**src/rtl/cts_pacer_pkg.sv**
```systemverilog
package cts_pacer_pkg;

  typedef enum logic [1:0] {
    PH_READY = 2'd0,
    PH_SENT  = 2'd1,
    PH_BUSY  = 2'd2
  } pacer_phase_e;

  // Next phase of the pacing sequence. The timeout only applies in PH_SENT,
  // and a detected fall outranks it.
  function automatic pacer_phase_e next_phase(
    input pacer_phase_e cur,
    input logic         take,
    input logic         fall,
    input logic         rise,
    input logic         expired
  );
    pacer_phase_e nxt;
    nxt = cur;
    unique case (cur)
      PH_READY: if (take)    nxt = PH_SENT;
      PH_SENT:  if (fall)    nxt = PH_BUSY;
                else if (expired) nxt = PH_READY;
      PH_BUSY:  if (rise)    nxt = PH_READY;
      default:               nxt = PH_READY;
    endcase
    return nxt;
  endfunction

endpackage

```
**src/rtl/cts_edge_sync.sv**
```systemverilog
module cts_edge_sync #(
  parameter int    STAGES   = 2,
  parameter logic  IDLE_LVL = 1'b1
) (
  input  logic clk,
  input  logic rst,
  input  logic async_in,
  output logic level,
  output logic fell,
  output logic rose
);
  localparam int TOP = STAGES - 1;

  logic [TOP:0] chain;
  logic         last;

  always_ff @(posedge clk) begin
    if (rst) begin
      chain <= {STAGES{IDLE_LVL}};
      last  <= IDLE_LVL;
    end else begin
      chain <= {chain[TOP-1:0], async_in};
      last  <= chain[TOP];
    end
  end

  assign level = chain[TOP];
  assign fell  = last & ~chain[TOP];
  assign rose  = ~last & chain[TOP];
endmodule

```
**src/rtl/pacer_timeout.sv**
```systemverilog
module pacer_timeout #(
  parameter int TMO_W = 16
) (
  input  logic             clk,
  input  logic             rst,
  input  logic             run,
  input  logic [TMO_W-1:0] limit,
  output logic             expired
);
  logic [TMO_W-1:0] cnt;

  function automatic logic reached(input logic [TMO_W-1:0] c,
                                   input logic [TMO_W-1:0] l);
    return c >= l;
  endfunction

  always_ff @(posedge clk) begin
    if (rst || !run)   cnt <= '0;
    else if (!expired) cnt <= cnt + 1'b1;
  end

  assign expired = run && reached(cnt, limit);
endmodule

```
**src/rtl/pacer_fsm.sv**
```systemverilog
module pacer_fsm
  import cts_pacer_pkg::*;
#(
  parameter int DATA_W = 8
) (
  input  logic              clk,
  input  logic              rst,
  input  logic              cmd_valid,
  input  logic [DATA_W-1:0] cmd_data,
  input  logic              tx_busy,
  input  logic              cts_fall,
  input  logic              cts_rise,
  input  logic              tmo_expired,
  output logic              cmd_ready,
  output logic              accept,
  output logic              tx_start,
  output logic [DATA_W-1:0] tx_data,
  output logic              timeout_err,
  output pacer_phase_e      phase
);
  pacer_phase_e nxt;
  logic         give_up;

  assign cmd_ready = (phase == PH_READY) && !tx_busy;
  assign accept    = cmd_valid && cmd_ready;
  assign give_up   = (phase == PH_SENT) && !cts_fall && tmo_expired;
  assign nxt       = next_phase(phase, accept, cts_fall, cts_rise, tmo_expired);

  always_ff @(posedge clk) begin
    if (rst) begin
      phase       <= PH_READY;
      tx_start    <= 1'b0;
      tx_data     <= '0;
      timeout_err <= 1'b0;
    end else begin
      phase       <= nxt;
      tx_start    <= accept;
      timeout_err <= give_up;
      if (accept) tx_data <= cmd_data;
    end
  end
endmodule

```
**src/rtl/cts_cmd_pacer.sv**
```systemverilog
module cts_cmd_pacer
  import cts_pacer_pkg::*;
#(
  parameter int DATA_W      = 8,
  parameter int TMO_W       = 16,
  parameter int SYNC_STAGES = 2
) (
  input  logic              clk,
  input  logic              rst,
  input  logic              cmd_valid,
  input  logic [DATA_W-1:0] cmd_data,
  output logic              cmd_ready,
  output logic              tx_start,
  output logic [DATA_W-1:0] tx_data,
  input  logic              tx_busy,
  input  logic              cts,
  input  logic [TMO_W-1:0]  timeout_limit,
  output logic              timeout_err,
  output logic [1:0]        phase
);
  // Internal events, named so the checker can reach them
  logic         cts_level;
  logic         cts_fall;
  logic         cts_rise;
  logic         tmo_expired;
  logic         accept;
  logic         in_sent;
  pacer_phase_e cur_phase;

  cts_edge_sync #(.STAGES(SYNC_STAGES), .IDLE_LVL(1'b1)) u_sync (
    .clk      (clk),
    .rst      (rst),
    .async_in (cts),
    .level    (cts_level),
    .fell     (cts_fall),
    .rose     (cts_rise)
  );

  assign in_sent = (cur_phase == PH_SENT);

  pacer_timeout #(.TMO_W(TMO_W)) u_tmo (
    .clk     (clk),
    .rst     (rst),
    .run     (in_sent),
    .limit   (timeout_limit),
    .expired (tmo_expired)
  );

  pacer_fsm #(.DATA_W(DATA_W)) u_fsm (
    .clk         (clk),
    .rst         (rst),
    .cmd_valid   (cmd_valid),
    .cmd_data    (cmd_data),
    .tx_busy     (tx_busy),
    .cts_fall    (cts_fall),
    .cts_rise    (cts_rise),
    .tmo_expired (tmo_expired),
    .cmd_ready   (cmd_ready),
    .accept      (accept),
    .tx_start    (tx_start),
    .tx_data     (tx_data),
    .timeout_err (timeout_err),
    .phase       (cur_phase)
  );

  assign phase = cur_phase;
endmodule

```
**config.mk**
```make
export PLATFORM = sky130hd
export DESIGN_NAME = cts_cmd_pacer
export DESIGN_NICKNAME = d
export VERILOG_FILES = /design/src/rtl/cts_pacer_pkg.sv /design/src/rtl/cts_edge_sync.sv /design/src/rtl/pacer_timeout.sv /design/src/rtl/pacer_fsm.sv /design/src/rtl/cts_cmd_pacer.sv
export SDC_FILE = /design/constraint.sdc
export NUM_CORES = 1
export LEC_CHECK = 0
export BUFFER_PORTS_ARGS = -buffer_cell sky130_fd_sc_hd__buf_2
export CELL_PAD_IN_SITES_DETAIL_PLACEMENT = 0
export CELL_PAD_IN_SITES_GLOBAL_PLACEMENT = 1
export CORE_MARGIN = 10
export CORE_UTILIZATION = 38
export CTS_CLUSTER_SIZE = 28
export DETAILED_ROUTE_END_ITERATION = 10
export HOLD_SLACK_MARGIN = 0.02
export MAX_ROUTING_LAYER = met4
export PLACE_DENSITY_LB_ADDON = 0.1
export REMOVE_ABC_BUFFERS = 1
export SETUP_SLACK_MARGIN = 0.1
export SLEW_MARGIN = 10
export SYNTH_ARGS = -nofsm -noshare
export SYNTH_HDL_FRONTEND = slang
export SYNTH_SLANG_ARGS = --single-unit
```
**constraint.sdc**
```tcl
create_clock -name clk -period 2.6 [get_ports clk]
set_input_delay 0.52 -clock clk [delete_from_list [all_inputs] [get_ports clk]]
set_output_delay 0.52 -clock clk [all_outputs]
set_load 0.01 [all_outputs]
```
After elaboration in Yosys (flattened, before gate mapping)

Index checks and enable logic that the tools add are counted.
W data, S select, Z words.

Add/sub/neg operators: 1
Magnitude comparators: 1
Eq/ne operators: 5
Mux-type cells: 5
Bitwise logic cells: 4
Reduce and logical (&&, ||, !) cells: 11

Operators with widths:

| operator                | number |
|---|---|
| $add A16 B1 Y16 const B | 1 |
| $ge A16 B16 Y1          | 1 |
| $mux W2                 | 4 |
| $pmux W2 S3             | 1 |
| $logic_and A1 B1 Y1     | 5 |
| $ne A2 B2 Y1 const B    | 2 |
| $logic_not A1 Y1        | 3 |
| $ne A3 B1 Y1 const B    | 1 |
| $reduce_and A3 Y1       | 1 |
| $and A1 B1 Y1           | 2 |
| $eq A2 B1 Y1 const B    | 1 |
| $eq A2 B2 Y1 const B    | 1 |
| $logic_not A2 Y1        | 1 |
| $not A1 Y1              | 2 |
| $logic_or A1 B1 Y1      | 1 |

Register bits after elaboration: 31
Output and inout bits: 13
Logic and storage cells: 34

Longest topological paths before layout

Gate-level depths: netlist of the first run.

Depth in word-level cells: 5
Gate-level depth with buffers: 8
Mapped depth without buffers: 8

Hierarchy

From an unflattened synthesis of the first run, not the netlist that was laid out.

Cell total of the unflattened synthesis: 206
Area total of the unflattened synthesis: 1796.7 µm²

By module, submodules not included:

| module        | times used | cells each | area each (µm²) |
|---|---|---|---|
| pacer_timeout | 1          | 148        | 1171.1 |
| pacer_fsm     | 1          | 49         | 519.2 |
| cts_edge_sync | 1          | 8          | 92.6 |
| cts_cmd_pacer | 1          | 1          | 13.8 |

Worst setup path before layout of the first run

No wires, ideal clock.

Path type: input -> register
Start point: input port timeout_limit[0]
End point: register u_tmo.cnt[15]
Library setup time: 0.070 ns
Arrival: 2.164 ns
Data required time: 2.530 ns
Setup slack: 0.366 ns
Cell stages on the path: 7
Path buffers: 0
Path through: ha_1 > nand2b_4 > a2111o_1 > o2111ai_4 > nand4b_4 > or3_1 > a21oi_1

Cells in the longest elaborated chain, start to end: 2

RTL lines:

| element                | RTL line            | RTL |
|---|---|---|
| start: declaration     | cts_cmd_pacer.sv:17 | `input logic [TMO_W-1:0] timeout_limit,` |
| $ge A16 B16 Y1         | pacer_timeout.sv:14 | `return c >= l;` |
| $logic_and A1 B1 Y1    | pacer_timeout.sv:22 | `assign expired = run && reached(cnt, limit);` |
| end signal: assignment | pacer_timeout.sv:19 | `else if (!expired) cnt <= cnt + 1'b1;` |
| end: declaration       | pacer_timeout.sv:10 | `logic [TMO_W-1:0] cnt;` |

No other way between the ends.
A chain may end at the register's enable or synchronous reset.

Worst setup path in the final report of the first run

Start point: register u_tmo.cnt[0]
End point: register u_tmo.cnt[15]

Cells in the longest elaborated chain, start to end: 2
Elaborated cells between the ends (all ways): 3

RTL lines:

| element             | RTL line |
|---|---|
| $ge A16 B16 Y1      | pacer_timeout.sv:14 |
| $logic_and A1 B1 Y1 | pacer_timeout.sv:22 |

Parallel ways exist; a longest one is shown, timed or not.

==> results_dict.tcl, run 1 <==
set metrics [dict create \
    gp_congestion 0.7180 \
    wl_per_cell_um 11.45 \
    drt_first_pass_iters 4 \
    p_int_uw 769.8 \
    cts_max_level 2 \
    min_period_ps 2269 \
    ys_seq_area_share_pct 36.80 \
    async_flop_share_pct 0 \
    fillers 458 \
    power.share.clock_pct 41.3 \
    crit_chain "inv_1 > ha_1 > nand2b_4 > a2111o_1 > o2111ai_4 > nand4b_4 > or3_1 > a21oi_1" \
    worstPathRequired_ps 2800 \
    slowest_stage "a2111o_1" \
    cp-end-kind "flop" \
    port_buffers 41 \
    start_util_pct 39.00 \
    finalSetupViolations 0 \
    synth_ff_type "dfxtp_1" \
    maxCapViolations 0 \
    drtIter0Drc 49 \
    fin_skew_ps 5.692 \
    fin_setup_tns_ps 0 \
    r2r_slack_ps 330 \
    status "finished clean" \
    synth_area_mm2 0.001687 \
    nets 296 \
    hold_buffers 0 \
    clock_path_buffers 2 \
    p_per_area_mw_per_mm2 478.1 \
    crit_fanout 10 \
    synth.distinct_cells 31 \
    vias 1470 \
    synth_edf_count 0 \
    hp-start "u_sync.chain[0]$_SDFF_PP1_" \
    clkSinkCount 31 \
    clk_pin_slew_ps 60 \
    overflow 0 \
    coreArea_mm2 0.004324 \
    row_count 24 \
    grt_pass1_wl_um 6230 \
    relSlewSlack_pct 61.69 \
    netlist_instances 202 \
    power.leakage_uw 0.0009193 \
    globalRouteTotalUtil_pct 10.27 \
    worst_slew_pin_slew_ps 574.6 \
    finalCritPeriodShare_pct 87.28 \
    die_x_um 86.62 \
    crit_path_max_incr_delay_ps 450 \
    switching_share_pct 22.16 \
    power_switching_uw 219.1 \
    crit_type "flop to flop" \
    postCtsSetupRepairBufs 0 \
    ir_drop_mv 0.3512 \
    slew_violations 0 \
    cts-buffers-inserted 5 \
    postPlaceCellArea_mm2 0.001968 \
    dieArea_mm2 0.007503 \
    grt_max_degree 17 \
    hp-class "flop to flop" \
    post-route-cell-area_mm2 0.002068 \
    seqPwrFrac_pct 49.7 \
    critPathTopFamily "compound AO/OA/AOI/OAI gates" \
    totalWireLength_um 3469 \
    area_growth_pct 22.63 \
    ys_seq_elements 31 \
    antenna_found_initial 0 \
    p_comb_share_pct 9.0 \
    start_kind "flop" \
    timing.critical_path.from "u_tmo.cnt[0]$_SDFFE_PP0N_" \
    cp.buffers_inverters 1 \
    timing.fmax_mhz 440.7 \
    drc 0 \
    die_height_um 86.62 \
    drive_gt1_share_pct 24.30 \
    tritoncts "done" \
    grt_pass1_vias 1424 \
    root_buffer "clkbuf_8" \
    crit_arrival_ps 2470 \
    hpwl_um 2767 \
    rsz0062_at_grt "no" \
    power_uw 988.9 \
    vias_per_cell 4.851 \
    ios 42 \
    yosys_warnings 0 \
    ant_nets 0 \
    finalHoldViolCount 0 \
    antennaDiodeCount 0 \
    post_cts_resized 0 \
    reg2reg_from "u_tmo.cnt[0]$_SDFFE_PP0N_" \
    syn_area_per_cell_um2 8.350 \
    insertion_delay_ps 280 \
]
## Yosys cell counts (2+ instances only)
cell type	number	area, um^2
ha_1	17	212.7
or3_1	10	62.56
o21ai_0	12	60.06
nand2b_1	2	12.51
nor2b_1	3	18.77
nand4_1	3	18.77
and3_1	2	12.51
nand3_1	6	30.03
o21a_1	5	37.54
xnor2_1	3	26.28
inv_1	20	75.07
or2_2	4	25.02
clkbuf_1	3	11.26
nand2_1	30	112.6
dfxtp_1	31	620.6
a21oi_1	26	130.1
nor2_1	7	26.28
and2_1	2	12.51
nor3_1	4	20.02
## registers in the layout, summed over array words and instances, names as in the netlist
name	flops
u_fsm.timeout_err	1
u_sync.chain	2
u_tmo.cnt	16
u_sync.last	1
u_fsm.tx_data	8
u_fsm.tx_start	1
u_fsm.phase	2
## per-layer routing
| layer | global-route usage, % | share of wire (%) |
|---|---|---|
| met1 | 11.32 | 46 |
| met5 | - | 0 |
| met2 | 16.91 | 48 |
| met4 | 3.976 | 1.1 |
| met3 | 3.189 | 4.6 |
## final timing paths
kind	cells past startpoint	to
worst max register to register	8	u_tmo.cnt[15]$_SDFFE_PP0N_
worst min register to register	1	u_sync.chain[1]$_SDFF_PP1_
worst max-delay path	8	u_tmo.cnt[15]$_SDFFE_PP0N_
worst min-delay path	1	u_sync.chain[1]$_SDFF_PP1_
## cells by family after synthesis
group	count (synthesis)	synth area share (%)
AOI/OAI and AO/OA	47	16.54
adders and majority gates	17	12.61
xor gates and xnor gates	3	1.558
DFF	31	36.80
muxes	1	0.5935
buffers and inverters	23	5.119
and+or+nand+nor	80	26.78
## layout make-up
type	instances	area [um^2]	share of cell area, %
timing repair buffer	44	227.7	11.01
clock buffer	8	100.1	4.840
sequential	31	620.6	30.01
multi-input combinational	148	979.7	47.37
tap	52	65.06	3.146
inverter	20	75.07	3.630
## power by group through the flow
stage / Sequential, uW / Clock, uW / Combinational (uW)
2_1_floorplan: 505 / 0 / 45.3
3_3_place_gp: 502 / 0 / 91.4
3_5_place_dp: 502 / 0 / 91.8
4_1_cts: 491 / 424 / 92.1
5_1_grt: 493 / 441 / 103
6_report: 491 / 409 / 88.9
## layout by cell type (no fill, tap or decap), drive strengths merged, types with 3 or more instances in the layout
master  count
buf        44
dfxtp      31
nand2      30
a21oi      27
inv        20
ha         17
o21ai      13
or3        10
clkbuf      8
nor2        7
nand3       7
o21a        5
nor3        4
or2         4
nand4       4
nor2b       3
xnor2       3
nand2b      3
## metrics by stage
stage | std cells | hold WS [ps] | worst slack, ps | utilization, %
2_1_floorplan | 199 | 389.5 | 361.8 | -
3_3_place_gp | 295 | 392.1 | 169.9 | 45.52
5_1_grt | 303 | 422.7 | 171.4 | 47.83
6_report | 303 | 406.8 | 330.7 | 47.83
4_1_cts | 303 | 408.8 | 308.8 | 47.83
3_5_place_dp | 295 | 393.3 | 148.8 | 45.52
No activity file was read; power rests on OpenSTA's default activity.
==> run 2: changes to the inputs <==
- RECOVER_POWER: default -> 25
==> run 2 against run 1 <==
Net effect:
- sequential cell count did not move
- critical endpoint unchanged
- clock skew barely moved
- first-iteration DRC count did not move
- final area fell by 0.42%
==> results_dict.tcl, run 2 (synthesis results as in run 1) <==
set metrics [dict create \
    start_kind "flop" \
    nets 296 \
    clkSinkCount 31 \
    die_height_um 86.62 \
    finalSetupViolations 0 \
    fin_setup_tns_ps 0 \
    die_x_um 86.62 \
    status "finished clean" \
    crit_arrival_ps 2470 \
    largest_reg_flops 16 \
    grt_pass1_vias 1424 \
    dieArea_mm2 0.007503 \
    drt_first_pass_iters 5 \
    final_util_pct 47.63 \
    power.share.clock_pct 41.4 \
    insertion_delay_ps 280 \
    layout_common_cells "buf_2, dfxtp_1, nand2_1" \
    largest_register "u_tmo.cnt" \
    p_comb_share_pct 8.9 \
    grt_pass1_wl_um 6230 \
    clk_pin_slew_ps 60 \
    relSlewSlack_pct 57.05 \
    fin_skew_ps 5.581 \
    ant_nets 0 \
    totalWireLength_um 3479 \
    finalHoldViolCount 0 \
    maxCapViolations 0 \
    timing.fmax_mhz 440.6 \
    overflow 0 \
    seqPwrFrac_pct 49.7 \
    power.leakage_uw 0.0008915 \
    root_buffer "clkbuf_8" \
    slowest_stage "a2111o_1" \
    ir_drop_mv 0.3515 \
    port_buffers 41 \
    rsz0062_at_grt "no" \
    drtIter0Drc 49 \
    post_cts_resized 0 \
    power_switching_uw 219.0 \
    p_per_area_mw_per_mm2 479.5 \
    antennaDiodeCount 0 \
    slew_violations 0 \
    cts-buffers-inserted 5 \
    clock_path_buffers 2 \
    globalRouteTotalUtil_pct 10.27 \
    cp-end-kind "flop" \
    drc 0 \
    finalCritPeriodShare_pct 87.30 \
    min_period_ps 2270 \
    cts_max_level 2 \
    crit_chain "inv_1 > ha_1 > nand2b_4 > a2111o_1 > o2111ai_4 > nand4b_4 > or3_1 > a21oi_1" \
    coreArea_mm2 0.004324 \
    row_count 24 \
    start_util_pct 39.00 \
    reg_top3 "u_tmo.cnt (16), u_fsm.tx_data (8)" \
    hpwl_um 2767 \
    tritoncts "done" \
    drive_gt1_share_pct 21.51 \
    worst_slew_pin_slew_ps 644.2 \
    wl_per_cell_um 11.48 \
    area_growth_pct 22.11 \
    crit_type "flop to flop" \
    crit_path_max_incr_delay_ps 450 \
    switching_share_pct 22.18 \
    ios 42 \
    p_int_uw 768.6 \
    hold_buffers 0 \
    crit_fanout 10 \
    vias 1464 \
    postCtsSetupRepairBufs 0 \
    grt_max_degree 17 \
    worstPathRequired_ps 2800 \
    gp_congestion 0.7180 \
    antenna_found_initial 0 \
    final_common_cell "buf_2" \
    hp-class "flop to flop" \
    vias_per_cell 4.832 \
]
-- run 2: cell count changes in the layout (fill, tap and decap cells not counted) --
cell / delta
buf_2: -7
clkbuf_1: +7
-- run 2: per-stage QoR --
stage               hold WS [ps]  setup slack [ps]  instances  power (uW)  cell area (um^2)
finish                     406.7             330.2        303       987.6              2059
CTS                        408.8             308.8        303        1007              2068
detailed placement         393.3             148.8        295       593.5              1968
global route               422.7             171.4        303        1036              2059
global placement           392.1             169.9        295       593.1              1968
floorplan                  389.5             361.8        199       550.6              1675
-- run 2: worst paths after layout --
path                                                 start                          to  slack [ps]  depth (start not counted)
worst max-delay path             u_tmo.cnt[0]$_SDFFE_PP0N_  u_tmo.cnt[15]$_SDFFE_PP0N_         330                          8
worst min register to register  u_sync.chain[0]$_SDFF_PP1_  u_sync.chain[1]$_SDFF_PP1_         410                          1
worst max register to register   u_tmo.cnt[0]$_SDFFE_PP0N_  u_tmo.cnt[15]$_SDFFE_PP0N_         330                          8
worst min-delay path            u_sync.chain[0]$_SDFF_PP1_  u_sync.chain[1]$_SDFF_PP1_         410                          1
-- run 2: final cells by class --
cell class,instances,area [um^2]
Fill cell,462,2265
Multi-Input combinational cell,148,979.7
Sequential cell,31,620.6
Timing Repair Buffer,44,219.0
Clock buffer,8,100.1
Inverter,20,75.07
Tap cell,52,65.06
-- run 2: critical path: cells and delay by family, from the launching register on --
kind | cells | cell delay [ps]
compound gates | 3 | 770
fa+ha+maj | 1 | 270
buf+inv | 1 | 90
flops | 1 | 380
simple gates | 3 | 700
-- run 2: per-layer routing --
layer / wire length, um / up-vias / track usage [%]
li1: - / 789 / -
met1: 1586 / 647 / 11.32
met2: 1685 / 23 / 16.91
met3: 164 / 5 / 3.189
met4: 42 / 0 / 3.976
met5: 0 / - / -
-- run 2: power by group through the flow --
stage               registers [uW]  clock network (uW)  logic [uW]
floorplan                      505                   0        45.3
global placement               502                   0        91.4
detailed placement             502                   0        91.8
CTS                            491                 424        92.1
global route                   493                 441         102
finish                         491                 408        88.0
